File: src/rtl/tbg_pkg.sv
package tbg_pkg;

  typedef enum logic [1:0] {
    EDGE_NONE = 2'b00,
    EDGE_RISE = 2'b01,
    EDGE_FALL = 2'b10,
    EDGE_BOTH = 2'b11
  } edge_mode_e;

  function automatic logic edge_hit(edge_mode_e m, logic r, logic f);
    return (r && (m == EDGE_RISE || m == EDGE_BOTH)) ||
           (f && (m == EDGE_FALL || m == EDGE_BOTH));
  endfunction

endpackage

File: src/rtl/tbg_trig_filter.sv
module tbg_trig_filter #(
  parameter int N_TRIG     = 32,
  parameter int SEL_W      = $clog2(N_TRIG),
  parameter int STABLE_CYC = 3
) (
  input  logic              clk,
  input  logic              rst,
  input  logic [N_TRIG-1:0] trig_in,
  input  logic [SEL_W-1:0]  sel,
  output logic              rise_p,
  output logic              fall_p
);
  localparam int RUN_W = $clog2(STABLE_CYC + 1);
  localparam logic [RUN_W-1:0] RUN_MAX = RUN_W'(STABLE_CYC);

  logic             raw;
  logic             cand;
  logic             lvl;
  logic [RUN_W-1:0] run;

  assign raw = trig_in[sel];

  always_ff @(posedge clk) begin
    if (rst) begin
      cand   <= 1'b0;
      lvl    <= 1'b0;
      run    <= RUN_MAX;
      rise_p <= 1'b0;
      fall_p <= 1'b0;
    end else begin
      rise_p <= 1'b0;
      fall_p <= 1'b0;
      if (run == RUN_MAX && cand != lvl) begin
        lvl    <= cand;
        rise_p <= cand;
        fall_p <= ~cand;
      end
      if (raw != cand) begin
        cand <= raw;
        run  <= RUN_W'(1);
      end else if (run != RUN_MAX) begin
        run <= run + RUN_W'(1);
      end
    end
  end

endmodule

File: src/rtl/tbg_blank_mask.sv
module tbg_blank_mask #(
  parameter int BLANK_CYC = 3
) (
  input  logic clk,
  input  logic rst,
  input  logic cfg_wr,
  output logic masked
);
  localparam int BW = $clog2(BLANK_CYC + 1);

  logic [BW-1:0] cnt;

  always_ff @(posedge clk) begin
    if (rst)              cnt <= '0;
    else if (cfg_wr)      cnt <= BW'(BLANK_CYC);
    else if (cnt != '0)   cnt <= cnt - BW'(1);
  end

  assign masked = cfg_wr || (cnt != '0);

endmodule

File: src/rtl/tbg_burst_core.sv
module tbg_burst_core #(
  parameter int CNT_W = 5
) (
  input  logic             clk,
  input  logic             rst,
  input  logic             en,
  input  logic             ev,
  input  logic             served,
  input  logic [CNT_W-1:0] burst_len,
  output logic             req,
  output logic             ovr_set
);
  logic             active;
  logic [CNT_W-1:0] left;

  assign ovr_set = en && ev && active;

  always_ff @(posedge clk) begin
    if (rst || !en) begin
      active <= 1'b0;
      req    <= 1'b0;
      left   <= '0;
    end else if (!active) begin
      if (ev) begin
        active <= 1'b1;
        req    <= 1'b1;
        left   <= burst_len;
      end
    end else if (req && served) begin
      req <= 1'b0;
      if (left == '0) active <= 1'b0;
      else            left   <= left - CNT_W'(1);
    end else if (!req) begin
      req <= 1'b1;
    end
  end

endmodule

File: src/rtl/trig_burst_gen.sv
module trig_burst_gen #(
  parameter int N_TRIG     = 32,
  parameter int SEL_W      = $clog2(N_TRIG),
  parameter int CNT_W      = 5,
  parameter int STABLE_CYC = 3,
  parameter int BLANK_CYC  = 3
) (
  input  logic              clk,
  input  logic              rst,
  input  logic [N_TRIG-1:0] trig_in,
  input  logic [SEL_W-1:0]  trig_sel,
  input  logic [1:0]        edge_mode,
  input  logic [CNT_W-1:0]  burst_len,
  input  logic              gen_en,
  input  logic              ovr_irq_en,
  input  logic              cfg_wr,
  input  logic              ovr_clr,
  input  logic              served,
  output logic              req,
  output logic              ovr_flag,
  output logic              ovr_irq
);
  import tbg_pkg::*;

  logic rise_p, fall_p, masked, ev, ovr_set, flag_nxt;

  tbg_trig_filter #(.N_TRIG(N_TRIG), .SEL_W(SEL_W), .STABLE_CYC(STABLE_CYC)) u_filt (
    .clk(clk), .rst(rst), .trig_in(trig_in), .sel(trig_sel),
    .rise_p(rise_p), .fall_p(fall_p)
  );

  tbg_blank_mask #(.BLANK_CYC(BLANK_CYC)) u_blank (
    .clk(clk), .rst(rst), .cfg_wr(cfg_wr), .masked(masked)
  );

  assign ev = edge_hit(edge_mode_e'(edge_mode), rise_p, fall_p) && !masked;

  tbg_burst_core #(.CNT_W(CNT_W)) u_core (
    .clk(clk), .rst(rst), .en(gen_en), .ev(ev), .served(served),
    .burst_len(burst_len), .req(req), .ovr_set(ovr_set)
  );

  assign flag_nxt = ovr_set || (ovr_flag && !ovr_clr);

  always_ff @(posedge clk) begin
    if (rst) begin
      ovr_flag <= 1'b0;
      ovr_irq  <= 1'b0;
    end else begin
      ovr_flag <= flag_nxt;
      ovr_irq  <= flag_nxt && ovr_irq_en;
    end
  end

endmodule

File: config.mk
export PLATFORM = sky130hd
export DESIGN_NAME = trig_burst_gen
export DESIGN_NICKNAME = d
export VERILOG_FILES = /design/src/rtl/tbg_pkg.sv /design/src/rtl/tbg_trig_filter.sv /design/src/rtl/tbg_blank_mask.sv /design/src/rtl/tbg_burst_core.sv /design/src/rtl/trig_burst_gen.sv
export SDC_FILE = /design/constraint.sdc
export NUM_CORES = 1
export LEC_CHECK = 0
export CAP_MARGIN = 20
export CORE_UTILIZATION = 40
export CTS_CLUSTER_SIZE = 12
export DETAILED_ROUTE_END_ITERATION = 10
export PLACE_DENSITY_LB_ADDON = 0.08
export SETUP_SLACK_MARGIN = 0.1
export SYNTH_ARGS = -nofsm -noshare
export SYNTH_HDL_FRONTEND = slang
export SYNTH_SLANG_ARGS = --single-unit
export TNS_END_PERCENT = 5
File: constraint.sdc
create_clock -name clk -period 2 [get_ports clk]
set_input_delay 0.6 -clock clk [delete_from_list [all_inputs] [get_ports clk]]
set_output_delay 0.6 -clock clk [all_outputs]
set_load 0.1 [all_outputs]
==> impl_metrics.ini, run 1 <==
[sta]
fmax_mhz = 531
worstMarginPinSlew_ns = 0.348
grt_setup_unrepaired = yes
hold_violations = 0
tns_ns = 0
finClkSkew_ns = 0.00453
setup_viol = 0
slew_headroom_pct = 76.8
period_share_pct = 94.2
period_needed_ns = 1.88
layout_setup_ws_ns = 0.117
drv_slew = 0

[synth]
synth.distinct_cells = 37
synthCells = 128
yosysSeqAreaShare_pct = 30.8
ys.warnings.count = 0
yosys.area.top_type = dfxtp_1
syn_nets = 182
synth_area_leaders = dfxtp_1 (31%), mux2i_1 (17%), nor2_1 (5.8%)
ys_top_cells_by_count = mux2i_1 (19), dfxtp_1 (17), nor2_1 (17)
synthFlopType = dfxtp_1
syn_area_um2 = 1100
synth_most_common_cell = mux2i_1
synthArstFlopShare_pct = 0
synth_edf_count = 0
netlist.area_leader.share_pct = 30.8
syn_area_per_cell_um2 = 8.62
ys_ff_latch = 17

[layout]
fin_nets = 248
fin_util_pct = 72.5
layout-drive-gt1-share_pct = 16.1
final-instance-count-excl-fill = 223
antennaDiodeCount = 0
area_delta_synth_final_pct = 67.2

[clocking]
cts_max_path_buffers = 2
clk_latency_ns = 0.29
path_clk_slew_ns = 0.10
cts_tree = done
clock_sinks = 17
cts_buffers = 3
root_buffer = clkbuf_4
cts_hold_buf = 0
ctsHtreeMaxLevel = 1

[drt]
antenna_left = 0
wl_per_cell_um = 13.4
routed_via_density = 5.20
first_pass_iters = 4
drc = 0
drtIter0Drc = 27
vias = 1159
wl_um = 2990

[floorplan]
coreArea_um2 = 2540
num_rows = 18
start_util_pct = 43.4
die_area_um2 = 2970
die_w_um = 54.5
ios = 54
dieHeight_um = 54.5

[pwr]
p_per_area_nw_per_um2 = 459
internal_power_uw = 621
vdd_drop_max_v = 0.000384
p_sw_uw = 226
pwr-share-comb_pct = 34.6
seqPwrFrac_pct = 43.6
leakage_uw = 0.000757
clockPowerShare_pct = 21.8
swShare_pct = 26.7

[run]
cap_violations = 0

[hold_path]
hp-start = u_filt.lvl$_SDFFE_PP0P_
hold_path_class = flop to flop

[grt]
antenna_found_initial = 0
grt_pass1_vias = 1172
gr-total-overflow = 0
grt_pass1_wl_um = 4610
grt_max_degree = 10
grt_util_all_layers_pct = 21.7

[critical_path]
end_kind = flop
cp-start-kind = input pin
startpoint = edge_mode[0]
cp.required_ns = 2.20
r2r-start = u_core.left[0]$_SDFFE_PP0P_
path_class = input pin to flop
crit_arrival_ns = 2.08
crit_fanout = 7

[placed_design]
dp.cells = 217
gp_congestion = 0.818
place_ws_ns = -0.438
portBuffers = 53
dp_hpwl_um = 2420

[run_status]
status = finished clean
-- timing repair --
action / in CTS / in global routing
pin swaps: 0 / 2
gates cloned: 1 / 0
resized for setup: 9 / 5
buffers inserted: 0 / 1
setup endpoints to repair: 5 / 6
-- critical path, stage by stage --
cell and delay, ns:
clkdlybuf4s50_1 0.46, a22oi_1 0.09, nor3b_2 0.32, o2bb2ai_4 0.20, o21ai_0 0.12, a221oi_1 0.29
-- sequential cells by signal, indices dropped and copies added, names as in the netlist --
signal and cells:
ovr_irq 1, u_core.left 5, u_core.req 1, ovr_flag 1, u_filt.rise_p 1, u_blank.cnt 2
u_filt.run 2, u_filt.cand 1, u_filt.fall_p 1, u_core.active 1, u_filt.lvl 1
-- placed cells by master, fill, tap and decap left out, drive strengths merged, types with 3 or more instances in the layout --
cell	instances
o211ai	3
a22oi	7
mux2i	19
nor2	17
a21oi	4
inv	7
o21ai	5
ha	3
nand3	5
clkbuf	5
dfxtp	17
buf	13
clkdlybuf4s50	47
nand2	11
-- routing by layer --
layer	vias to the layer above	track usage, %	routed length (um)
met5	-	0	0
met4	0	7.26	42
met3	6	4.44	112
met2	36	42.5	1540
met1	521	22.3	1290
li1	596	-	-
-- power by group through the flow --
stage	Clock, uW	Combinational [uW]	Sequential [uW]
2_1_floorplan	0	144	375
3_3_place_gp	0	271	377
3_5_place_dp	0	281	377
4_1_cts	188	292	370
5_1_grt	204	320	373
6_report	185	293	370
-- cells by family after synthesis --
kind of cell             after synthesis  synth area share [%]
flip-flops                            17                  30.8
AO/OA/AOI/OAI                         28                  18.1
multiplexers                          19                  17.2
adder cells (fa/ha/maj)                3                  3.40
AND/OR/NAND/NOR                       48                  22.8
buffers and inverters                 11                  6.01
XOR/XNOR                               2                  1.59
-- worst paths after layout --
path	endpoint	slack [ns]	cells past startpoint
worst max-delay path	u_core.left[0]$_SDFFE_PP0P_	0.12	6
worst min-delay path	u_filt.rise_p$_SDFF_PP0_	0.46	1
worst max register to register	u_core.left[0]$_SDFFE_PP0P_	0.14	7
worst min register to register	u_filt.rise_p$_SDFF_PP0_	0.46	1
-- area by class of cell --
type / count / area (um^2)
Multi-Input combinational cell: 100 / 737
Fill cell: 213 / 699
Timing Repair Buffer: 64 / 673
Sequential cell: 17 / 342
Tap cell: 30 / 37.5
Inverter: 8 / 30.0
Clock buffer: 4 / 26.3
-- through the flow --
stage               power [uW]  instance area (um^2)  hold slack [ns]
floorplan                  519                  1100            0.409
CTS                        850                  1820            0.455
finish                     847                  1850            0.458
global placement           648                  1750            0.428
global route               897                  1850            0.481
detailed placement         658                  1750            0.437
Power figures use the tool's default switching activity.
==> inputs of run 2 (changes only) <==
--- a/config.mk
+++ b/config.mk
@@ -6,7 +6,7 @@
 export NUM_CORES = 1
 export LEC_CHECK = 0
 export CAP_MARGIN = 20
-export CORE_UTILIZATION = 40
+export CORE_UTILIZATION = 36
 export CTS_CLUSTER_SIZE = 12
 export DETAILED_ROUTE_END_ITERATION = 10
 export PLACE_DENSITY_LB_ADDON = 0.08
==> constraint.sdc (replaced) <==
create_clock -name clk -period 1.5 [get_ports clk]
set_input_delay 0.45 -clock clk [delete_from_list [all_inputs] [get_ports clk]]
set_output_delay 0.45 -clock clk [all_outputs]
set_load 0.05 [all_outputs]
==> impl_metrics.ini, run 2 (synthesis gave the netlist of run 1 again) <==
[run_status]
status = finished with violations
failed_checks = design-rule violations, negative setup slack

[grt]
gr-total-overflow = 0
grt_pass1_vias = 1261
antenna_found_initial = 0
grt_util_all_layers_pct = 20.2
grt_pass1_wl_um = 5180
grt_max_degree = 11

[sta]
hold_violations = 0
setup_viol = 6
fmax_mhz = 615
grt_setup_unrepaired = yes
period_share_pct = 108
hold_slack_ns = 0.458
finClkSkew_ns = 0.000934
slew_headroom_pct = 80.3
layout_setup_ws_ns = -0.125
worstMarginPinSlew_ns = 0.295
period_needed_ns = 1.63
drv_slew = 0

[clocking]
cts_max_path_buffers = 2
clock_sinks = 17
cts_buffers = 3
cts_tree = done
path_clk_slew_ns = 0.10
ctsHtreeMaxLevel = 1
root_buffer = clkbuf_4
clk_latency_ns = 0.28

[pwr]
seqPwrFrac_pct = 43.7
p_per_area_nw_per_um2 = 566
leakage_uw = 0.000887
pwr-share-comb_pct = 35.3
vdd_drop_max_v = 0.000427
internal_power_uw = 823
clockPowerShare_pct = 21.0
finalPower_uw = 1130
swShare_pct = 27.1
p_sw_uw = 306

[layout]
fin_nets = 259
largest_reg_flops = 5
finalInstanceArea_um2 = 2000
reg_top3 = u_core.left x5, u_blank.cnt x2, u_filt.run x2
final-instance-count-excl-fill = 235
layout_common_cells = clkdlybuf4s50_1 (34), buf_4 (19), mux2i_1 (18)
area_delta_synth_final_pct = 80.8
antennaDiodeCount = 0
final_common_cell = clkdlybuf4s50_1
layout-drive-gt1-share_pct = 27.5
regMostFlops = u_core.left

[critical_path]
end_kind = flop
path_class = input pin to flop
startpoint = trig_sel[1]
r2r-start = u_core.left[0]$_SDFFE_PP0P_
cp.required_ns = 1.72
crit_arrival_ns = 1.84
cp-start-kind = input pin
crit_fanout = 8

[drt]
wl_um = 3210
vias = 1214
wl_per_cell_um = 13.6
drc = 2
antenna_left = 0
routed_via_density = 5.17
drtIter0Drc = 31
first_pass_iters = 7

[floorplan]
die_w_um = 57.4
ios = 54
dieHeight_um = 57.4
num_rows = 19
coreArea_um2 = 2830
die_area_um2 = 3290
start_util_pct = 39.0

[placed_design]
portBuffers = 53
dp.cells = 228
place_area_um2 = 1820
place_ws_ns = -0.765
gp_congestion = 0.786
dp_hpwl_um = 2420

[hold_path]
hold_path_class = flop to flop
hp-start = u_filt.lvl$_SDFFE_PP0P_

[run]
cap_violations = 0
[run 2: cell count changes in the layout (fill, tap and decap cells not counted), moves of 3 or more]
cell / before / now
buf_4: 9 / 19
dlymetal6s2s_1: 0 / 7
clkdlybuf4s50_1: 47 / 34
a22oi_2: 0 / 3
a22oi_1: 7 / 4
dlygate4sd2_1: 2 / 7
[run 2: path summary, 6_finish.rpt]
| path | slack, ns | cells after the start | to |
|---|---|---|---|
| hold / removal | 0.46 | 1 | u_filt.rise_p$_SDFF_PP0_ |
| setup / recovery | -0.13 | 8 | u_filt.run[1]$_SDFFE_PP1P_ |
| setup reg to reg | -0.08 | 8 | u_core.left[2]$_SDFFE_PP0P_ |
| hold reg to reg | 0.46 | 1 | u_filt.rise_p$_SDFF_PP0_ |
[run 2: final cells by class]
class                      count  area, um^2
timing repair buffer          75         766
sequential                    17         344
clock buffer                   3        22.5
multi-input combinational    100         790
inverter                       8        30.0
clock inverter                 1        5.00
tap                           31        38.8
fill                         233         833
[run 2: per-layer routing]
metal  routed length, um  GRT usage (%)
met3                 122           4.08
met1                1380           23.0
met4                   9           3.14
met2                1690           38.9
met5                   0              0
[run 2: per-stage QoR]
stage	util (%)	TNS, ns
4_1_cts	69.1	-0.383
5_1_grt	70.5	-0.922
3_5_place_dp	64.5	-5.38
2_1_floorplan	-	-0.926
3_3_place_gp	64.5	-5.09
6_report	70.5	-0.391
[run 2: what timing repair did]
| action | in CTS | in global routing |
|---|---|---|
| cloned | 1 | 0 |
| setup endpoints to repair | 10 | 12 |
| buffers inserted | 2 | 0 |
| resized for setup | 36 | 12 |
| pin swaps | 10 | 14 |
| hold buffers | 0 | 0 |
[run 2: worst max-delay path, stage by stage]
cell	delay, ns
buf_2	0.15
buf_12	0.15
mux2i_1	0.24
a21oi_2	0.09
nand3_1	0.10
nand2_2	0.07
or4_4	0.51
o211ai_2	0.07
[run 2: power groups by stage]
stage               combinational, uW  clock, uW  sequential, uW
CTS                               392        250             494
global placement                  369          0             501
global route                      432        274             497
finish                            399        237             493
detailed placement                380          0             503
floorplan                         195          0             499
